**config.mk**
```make
export PLATFORM = sky130hd
export DESIGN_NAME = busflag_top
export DESIGN_NICKNAME = d
export VERILOG_FILES = /design/src/rtl/busflag_pkg.sv /design/src/rtl/busflag_ctrl.sv /design/src/rtl/busflag_dp.sv /design/src/rtl/busflag_top.sv
export SDC_FILE = /design/constraint.sdc
export NUM_CORES = 1
export LEC_CHECK = 0
export BUFFER_PORTS_ARGS = -buffer_cell sky130_fd_sc_hd__buf_2
export CAP_MARGIN = 20
export CORE_AREA = 2 2 39 41
export CTS_CLUSTER_SIZE = 8
export DETAILED_ROUTE_END_ITERATION = 8
export DIE_AREA = 0 0 41 43
export GPL_TIMING_DRIVEN = 0
export PLACE_DENSITY = 0.72
export REMOVE_ABC_BUFFERS = 1
export SLEW_MARGIN = 20
export SYNTH_ARGS = -nofsm -noshare
export SYNTH_HDL_FRONTEND = slang
export SYNTH_SLANG_ARGS = --single-unit
```
**constraint.sdc**
```tcl
create_clock -name clk -period 1.1 [get_ports clk]
set_input_delay 0.055 -clock clk [delete_from_list [all_inputs] [get_ports clk]]
set_output_delay 0.055 -clock clk [all_outputs]
set_load 0.02 [all_outputs]
```
**src/rtl/busflag_pkg.sv**
```systemverilog
package busflag_pkg;
  localparam int FLAG_W    = 8;
  localparam int BIT_STCLR = 7;
  localparam int BIT_BUSY  = 6;
  localparam int BIT_INIT  = 1;
  localparam int BIT_RSV   = 0;

  typedef struct packed {
    logic startDet;
    logic stopDet;
    logic enRise;
    logic enFall;
    logic cfgWrite;
    logic reqClear;
    logic failSet;
  } flagStrobes_t;
endpackage

```
**src/rtl/busflag_ctrl.sv**
```systemverilog
module busflag_ctrl
  import busflag_pkg::*;
#(
  parameter int SYNC_STAGES = 2
) (
  input  logic         clk,
  input  logic         rstN,
  input  logic         sclIn,
  input  logic         sdaIn,
  input  logic         opEnable,
  input  logic         startReq,
  input  logic         startFail,
  input  logic         wrEn,
  output flagStrobes_t strb
);
  localparam int LAST = SYNC_STAGES - 1;

  logic [LAST:0] sclChain;
  logic [LAST:0] sdaChain;
  logic          sdaPrev;
  logic          sclPrev;
  logic          opPrev;

  generate
    if (SYNC_STAGES > 1) begin : gMulti
      always_ff @(posedge clk) begin
        if (!rstN) begin
          sclChain <= '1;
          sdaChain <= '1;
        end else begin
          sclChain <= {sclChain[LAST-1:0], sclIn};
          sdaChain <= {sdaChain[LAST-1:0], sdaIn};
        end
      end
    end else begin : gSingle
      always_ff @(posedge clk) begin
        if (!rstN) begin
          sclChain <= '1;
          sdaChain <= '1;
        end else begin
          sclChain <= sclIn;
          sdaChain <= sdaIn;
        end
      end
    end
  endgenerate

  always_ff @(posedge clk) begin
    if (!rstN) begin
      sdaPrev <= 1'b1;
      sclPrev <= 1'b1;
      opPrev  <= 1'b0;
    end else begin
      sdaPrev <= sdaChain[LAST];
      sclPrev <= sclChain[LAST];
      opPrev  <= opEnable;
    end
  end

  logic sclHigh;
  assign sclHigh = sclChain[LAST] & sclPrev;

  always_comb begin
    strb          = '0;
    strb.startDet = sclHigh & sdaPrev & ~sdaChain[LAST];
    strb.stopDet  = sclHigh & ~sdaPrev & sdaChain[LAST];
    strb.enRise   = opEnable & ~opPrev;
    strb.enFall   = ~opEnable & opPrev;
    strb.cfgWrite = wrEn & ~opEnable;
    strb.reqClear = startReq;
    strb.failSet  = startFail;
  end

  assert_no_double_rise_R6: assert property (@(posedge clk) disable iff (!rstN)
    strb.enRise |=> !strb.enRise);
  assert_start_after_idle_R5: assert property (@(posedge clk) disable iff (!rstN)
    strb.startDet |=> !strb.startDet);
endmodule

```
**src/rtl/busflag_dp.sv**
```systemverilog
module busflag_dp
  import busflag_pkg::*;
(
  input  logic               clk,
  input  logic               rstN,
  input  flagStrobes_t       strb,
  input  logic [1:0]         cfgData,
  output logic [FLAG_W-1:0]  flagByte,
  output logic               busBusy
);
  logic busyQ;
  logic stClrQ;
  logic initQ;
  logic rsvQ;

  always_ff @(posedge clk) begin
    if (!rstN) begin
      busyQ  <= 1'b0;
      stClrQ <= 1'b0;
      initQ  <= 1'b0;
      rsvQ   <= 1'b0;
    end else begin
      if (strb.stopDet || strb.enFall)
        busyQ <= 1'b0;
      else if (strb.startDet || (strb.enRise && !initQ))
        busyQ <= 1'b1;

      if (strb.reqClear || strb.enFall)
        stClrQ <= 1'b0;
      else if (strb.failSet && rsvQ)
        stClrQ <= 1'b1;

      if (strb.startDet)
        initQ <= 1'b0;
      else if (strb.cfgWrite)
        initQ <= cfgData[1];

      if (strb.cfgWrite)
        rsvQ <= cfgData[0];
    end
  end

  always_comb begin
    flagByte            = '0;
    flagByte[BIT_STCLR] = stClrQ;
    flagByte[BIT_BUSY]  = busyQ;
    flagByte[BIT_INIT]  = initQ;
    flagByte[BIT_RSV]   = rsvQ;
  end
  assign busBusy = busyQ;

  assert_busy_clear_on_stop_R7: assert property (@(posedge clk) disable iff (!rstN)
    (strb.stopDet || strb.enFall) |=> !busyQ);
  assert_busy_set_on_start_R5: assert property (@(posedge clk) disable iff (!rstN)
    (strb.startDet && !strb.enFall) |=> busyQ);
  assert_init_clear_on_start_R8: assert property (@(posedge clk) disable iff (!rstN)
    strb.startDet |=> !initQ);
  assert_clear_wins_R10: assert property (@(posedge clk) disable iff (!rstN)
    (strb.reqClear || strb.enFall) |=> !stClrQ);
  assert_fail_needs_rsv_R9: assert property (@(posedge clk) disable iff (!rstN)
    (!stClrQ && !rsvQ) |=> !stClrQ);
endmodule

```
**src/rtl/busflag_top.sv**
```systemverilog
module busflag_top
  import busflag_pkg::*;
#(
  parameter int SYNC_STAGES = 2
) (
  input  logic        clk,
  input  logic        rstN,
  input  logic        sclIn,
  input  logic        sdaIn,
  input  logic        opEnable,
  input  logic        startReq,
  input  logic        startFail,
  input  logic        wrEn,
  input  logic [7:0]  wrData,
  output logic [7:0]  flagByte,
  output logic        busBusy
);
  flagStrobes_t strb;
  logic         unusedWrBits;

  assign unusedWrBits = ^wrData[7:2];

  busflag_ctrl #(.SYNC_STAGES(SYNC_STAGES)) ctrl_i (
    .clk(clk), .rstN(rstN), .sclIn(sclIn), .sdaIn(sdaIn),
    .opEnable(opEnable), .startReq(startReq), .startFail(startFail),
    .wrEn(wrEn), .strb(strb)
  );

  busflag_dp dp_i (
    .clk(clk), .rstN(rstN), .strb(strb),
    .cfgData({wrData[BIT_INIT], wrData[BIT_RSV]}),
    .flagByte(flagByte), .busBusy(busBusy)
  );

  assert_cfg_locked_R4: assert property (@(posedge clk) disable iff (!rstN)
    opEnable |=> $stable(flagByte[BIT_RSV]));
  assert_zero_bits_R2: assert property (@(posedge clk) disable iff (!rstN)
    flagByte[5:2] == 4'b0000);
  assert_busy_pin_R5: assert property (@(posedge clk) disable iff (!rstN)
    busBusy == flagByte[BIT_BUSY]);
endmodule

```
[Word-level counts from Yosys, hierarchy flattened]
Cells that the tools add are included.
Widths: inputs -> output; s select.
Cells by class
  bitwise logic cells: 13
  reductions and logical operators: 9
Operators with widths (number)
  $and 1x1->1: 8
  $reduce_or 2->1: 3
  $not 1->1: 5
  $logic_or 1x1->1: 3
  $logic_and 1x1->1: 2
  $logic_not 1->1: 1
Word-level totals
  flip-flop bits (word level): 11
  bits of input ports: 16
  output and inout port bits: 9
  logic and storage cells: 31

[Depth between registers and ports, before layout]
Gate-level depths: netlist of run 1.
  depth in word-level cells: 5
  mapped depth: 3
  depth with buffers taken out: 3

[By module]
Synthesis of run 1 repeated with hierarchy kept, for this count alone.
Unflattened totals
  cells, all modules: 44
  area total of the unflattened synthesis: 450.4 um^2
By module, submodules not included
  busflag_ctrl: times used 1, cells each 21, area an instance 237.7 um^2, sequential area each 140.1 um^2
  busflag_dp: times used 1, cells each 23, area an instance 212.7 um^2, sequential area each 80.1 um^2

[Worst setup path after synthesis of run 1]
OpenSTA, ideal clock, no wires.
  kind: register to register
  start: reg ctrl_i.sclPrev
  end: reg dp_i.busyQ, in the netlist dp_i.busBusy
  library setup time: 125 ps
  arrival time: 758 ps
  data required time: 975 ps
  slack: 217 ps
  stages on the path, launching flop included: 4
  cell sequence: dfxtp_1 -> and3_1 -> o31ai_1 -> a21oi_1
Between the ends
  word-level cells in the longest chain between the ends: 5
RTL lines
  start, declared: line busflag_ctrl.sv:21  | logic sclPrev;
  start signal, assigned: line busflag_ctrl.sv:55  | sclPrev <= sclChain[LAST];
  $and 1x1->1 *: line busflag_ctrl.sv:61  | assign sclHigh = sclChain[LAST] & sclPrev;
  $and 1x1->1 (2 in a row): line busflag_ctrl.sv:66  | strb.stopDet = sclHigh & ~sdaPrev & sdaChain[LAST];
  $logic_or 1x1->1: line busflag_dp.sv:23  | if (strb.stopDet || strb.enFall)
  $reduce_or 2->1 (no line)
  end signal, assigned: line busflag_dp.sv:18  | busyQ <= 1'b0;
  end signal, assigned: line busflag_dp.sv:24  | busyQ <= 1'b0;
  end signal, assigned: line busflag_dp.sv:26  | busyQ <= 1'b1;
  end, declared: line busflag_dp.sv:11  | logic busyQ;
Every way passes the cells marked *; elsewhere a longest branch is shown, timed or not.
A chain may end at the register's enable or synchronous reset.

[Worst setup path after layout of run 1]
Same ends and word-level chain as after synthesis.

==> run metrics, run 1 <==
final wirelength=659 um; final setup fails=0; vias in the first global route=241; Starting Density=31.7%; Logic pwr share=12.8%; NetSw=0.191 mW; Synth area leaders=dfxtp_1, buf_4, nand2b_1; status=completed; routed vias/inst=4.11; Max Slew Vio Count=0; number of synthesized register bits=11; Pint=0.603 mW; Clock Pin Slew Worst Setup and Hold Paths=0.06 ns; core footprint=1380 um^2; H-Tree Depth=1; top sig layer=met3; ant diodes=0; WL met2=296 um; Post-DP Area=480 um^2; CTS sink count=11; DR iter-0 viols=4; DRT antenna net count=0; PortBufs=14; Tmin final=0.937 ns; CTS tree=yes; sequential power share=53.8%; met1 wire length=308 um; Cell Area, Synth=439 um^2; worst hold path type=in2reg; total number of vias=312; number of flops mapped to enable cells by yosys=0; most common cell in the netlist=dfxtp_1; grt ovf=0; Tcrit/Tclk final=85.2%; DRC viols=0; TritonCTS Buffers=3; PD cells=1480 nW/um^2; most instantiated cells after synthesis=dfxtp_1, buf_4, nand2b_1, inv_1; share of cells above drive strength 1=35.0%; Die Ht=43 um; Power Total=0.793 mW; final hold vios=0; critical path class=reg2reg; worst clock skew=0.000266 ns; Ports=25; P_leak=0.257 nW; fraction of registers with async set or reset after synthesis=0%; Clk Latency, worst-skew pair=0.26 ns; leading area contributor after synthesis=dfxtp_1; Fmax=1070 MHz; Nets=77; Rows=14; CP max FO=2; Crit path arrival time=1.08 ns; Clock power frac=33.4%; post-detail-place hpwl=506 um; Seq/Total Area, Yosys=50.1%; GPL Wtd Cong=0.714; required time of the critical path=1.24 ns; Synth Flop Type=dfxtp_1; largest vdd supply drop=0.000657 V; Routed met3 length=54 um; full die area=1760 um^2; CP Capture Type=flop; Ys Warns=0; fin area=537 um^2; drt first pass iters=4; largest net degree at the start of global routing=10; Post-Synthesis Cells=44; first-pass GRT wire length=917 um; Worst Setup Start Kind=flop; Area Growth Syn to Fin=22.2%; Total Neg Setup Slack=0 ns; clock root buffer=clkbuf_4; Layout Utilization=38.8%; antenna violations before repair=0; Synth Area per Inst=9.98 um^2; Max clock buf depth=2; die width=41 um; max_cap viols=0; Yosys top cell area share=50.1%; All-Layer GR Usage=8.48%; CTS resizes=0; post-DR wirelength/cell=8.67 um; Yosys cell types=18; switching share of power=24.0%; RSZ-0062 raised after global routing=false
==> power groups by stage <==
stage	clock [mW]	sequential (mW)	combinational, mW
6_report	0.265	0.427	0.102
2_1_floorplan	0	0.448	0.0459
5_1_grt	0.302	0.429	0.111
3_3_place_gp	0	0.435	0.0932
4_1_cts	0.281	0.427	0.103
3_5_place_dp	0	0.436	0.0952
==> path summary, 6_finish.rpt <==
kind | from | to | slack, ns | cells past startpoint
worst min-delay path | wrData[0] | dp_i.rsvQ | 0.03 | 3
worst min register to register | ctrl_i.sclChain[0] | ctrl_i.sclChain[1] | 0.41 | 1
worst max register to register | ctrl_i.sclPrev | dp_i.busBusy | 0.16 | 3
worst max-delay path | ctrl_i.sclPrev | dp_i.busBusy | 0.16 | 3
==> routing by layer <==
metal / vias up / global-route usage, %
met3: 0 / 3.14
met5: - / 0
li1: 162 / -
met1: 134 / 9.51
met2: 16 / 10.6
met4: 0 / 10.0
==> timing repair <==
item / in CTS / in global routing
setup buffers: 0 / 0
hold buffers: 3 / 0
endpoints found under the hold margin: 3 / 0
==> through the flow <==
step                instances  worst slack [ns]  hold slack, ns
floorplan                  39             0.184           0.124
global placement           69             0.183           0.221
detailed placement         69             0.150           0.232
CTS                        76             0.150          0.0315
global route               76             0.105          0.0383
finish                     76             0.163          0.0331
==> flip-flops by register name (all words and copies together), names as in the netlist <==
signal,flops
ctrl_i.opPrev,1
ctrl_i.sclChain,2
ctrl_i.sclPrev,1
ctrl_i.sdaChain,2
ctrl_i.sdaPrev,1
dp_i.busBusy,1
dp_i.initQ,1
dp_i.rsvQ,1
dp_i.stClrQ,1
==> logic make-up (layout without fill, tap and decap cells) <==
family	Yosys count	in the layout	share of synthesized area (%)
AND/OR/NAND/NOR	13	13	18.8
flip-flops	11	11	50.1
buffers and inverters	11	24	16.2
AO/OA/AOI/OAI	6	6	9.40
multiplexers	2	2	4.56
other	1	4	0.854
==> critical path, cell delays in order, from the launching register on <==
cell and delay [ns]:
dfxtp_1 0.31, and3_1 0.20, o31ai_1 0.22, a21oi_1 0.09
==> cells in the final DEF, fill, tap and decap left out, drive strengths merged <==
master	instances
buf	14
dfxtp	11
nand2b	5
conb	4
clkbuf	4
inv	3
dlygate4sd3	3
nand2	2
mux2i	2
a21oi	2
and2	1
nor2b	1
nor2	1
and3	1
a211oi	1
o21ai	1
nor3	1
nor3b	1
o31ai	1
o22ai	1
==> area by class of cell <==
type	instances	area (um^2)
clock buffer	4	26.3
sequential	11	220
multi-input combinational	25	159
fill	143	847
inverter	3	11.3
tap	16	20.0
timing repair buffer	17	100
No activity file was read; power rests on OpenSTA's default activity.
==> run 2, diff against run 1 <==
- GPL_ROUTABILITY_DRIVEN: default -> 0
- PLACE_DENSITY: 0.72 -> default
- PLACE_DENSITY_LB_ADDON: default -> 0.25
==> run 2 against run 1 <==
  * Highest routed layer unchanged
  * Sequential share of layout area stayed put
  * Largest cell class unchanged
  * Clock power barely moved
  * Fmax grew 0.13%
  * Power grew 0.30%
==> run metrics, run 2 (synthesized netlist as in run 1, its figures left out) <==
status=completed; PortBufs=14; first-pass GRT wire length=1.00 mm; CTS sink count=11; TritonCTS Buffers=3; P_leak=0.257 nW; CTS tree=yes; All-Layer GR Usage=8.79%; Max clock buf depth=2; post-DR wirelength/cell=8.43 um; most frequent cells in the layout=buf_2, dfxtp_1, nand2b_1; Clock Pin Slew Worst Setup and Hold Paths=0.07 ns; Tmin final=0.936 ns; ant diodes=0; max_cap viols=0; Slowest cell on crit path=dfxtp_1; required time of the critical path=1.24 ns; full die area=1760 um^2; Pint=0.602 mW; DRT antenna net count=0; Clk Latency, worst-skew pair=0.26 ns; Rows=14; final hold vios=0; register area=220 um^2; Clock power frac=33.7%; largest vdd supply drop=0.000740 V; Die Ht=43 um; worst clock skew=0.00375 ns; largest net degree at the start of global routing=10; Fill cells=144; Post-DP Area=480 um^2; Nets=77; area occupied by multi-input gates=159 um^2; Crit path arrival time=1.07 ns; RSZ-0062 raised after global routing=false; commonest non-fill, non-tap cell in the layout=buf_2; crit-path cells=and3_1 > o31ai_1 > a21oi_1; CP max FO=2; final setup fails=0; Logic pwr share=12.8%; drt first pass iters=2; switching share of power=24.3%; die width=41 um; final wirelength=641 um; worst hold path type=in2reg; clock root buffer=clkbuf_4; NetSw=0.194 mW; sequential power share=53.5%; routed vias/inst=4.13; Total Neg Setup Slack=0 ns; Ports=25; critical path class=reg2reg; H-Tree Depth=1; fin area=537 um^2; post-detail-place hpwl=478 um; share of cells above drive strength 1=35.0%; Tcrit/Tclk final=85.1%; vias in the first global route=296; grt ovf=0; PD cells=1480 nW/um^2; core footprint=1380 um^2; DRC viols=0; Starting Density=31.7%; largest registers=ctrl_i.sclChain x2, ctrl_i.sdaChain x2; total number of vias=314; CP Capture Type=flop; postcts setup bufs=0; Fmax=1070 MHz; antenna violations before repair=0; Worst Setup Start Kind=flop; Area Growth Syn to Fin=22.2%; max incr delay on CP=0.31 ns; DR iter-0 viols=6; Max Slew Vio Count=0
-- run 2: cell counts in the layout (fill, tap and decap cells not counted) --
Identical to the previous run, type by type.
-- run 2: power by group through the flow --
| stage | Combinational (mW) | Sequential (mW) | Clock [mW] |
|---|---|---|---|
| global placement | 0.0936 | 0.435 | 0 |
| finish | 0.102 | 0.426 | 0.268 |
| CTS | 0.103 | 0.426 | 0.284 |
| global route | 0.113 | 0.428 | 0.294 |
| floorplan | 0.0459 | 0.448 | 0 |
| detailed placement | 0.0944 | 0.436 | 0 |
-- run 2: final timing paths --
path / start / endpoint / slack (ns) / depth (start not counted)
hold reg to reg: ctrl_i.sdaChain[0] / ctrl_i.sdaChain[1] / 0.41 / 1
setup reg to reg: ctrl_i.sclPrev / dp_i.busBusy / 0.16 / 3
hold / removal: wrData[0] / dp_i.rsvQ / 0.03 / 3
setup / recovery: ctrl_i.sclPrev / dp_i.busBusy / 0.16 / 3
-- run 2: metal layers --
layer  wire length (um)  global-route usage [%]
met1                290                    8.52
met2                318                    13.4
met3                 32                    4.71
met4                  0                    6.00
met5                  0                       0
-- run 2: worst max-delay path, delay by kind of cell, from the launching register on --
kind               cells  cell delay [ns]
DFF                    1             0.31
AOI/OAI and AO/OA      2             0.30
and+or+nand+nor        1             0.20
-- run 2: timing repair --
action	CTS	global route
endpoints found under the hold margin	3	0
hold buffers	3	0
resized for setup	0	0
-- run 2: metrics by stage --
step                      total power, mW  worst slack, ns  std cells  util, %  hold WS [ns]
final                               0.796            0.164         76     38.8        0.0296
after CTS                           0.814            0.157         76     38.8        0.0257
after floorplan                     0.494            0.184         39        -         0.124
after detailed placement            0.530            0.160         69     34.7         0.222
after global routing                0.835            0.120         76     38.8        0.0484
after global placement              0.529            0.174         69     34.7         0.222
-- run 2: cell type report --
type	instances	area share, %
flip-flops and latches	11	41.0
multi-input cells	25	29.6
repair buffers	17	18.6
clock buffers	4	4.90
well taps	16	3.73
inverters	3	2.10
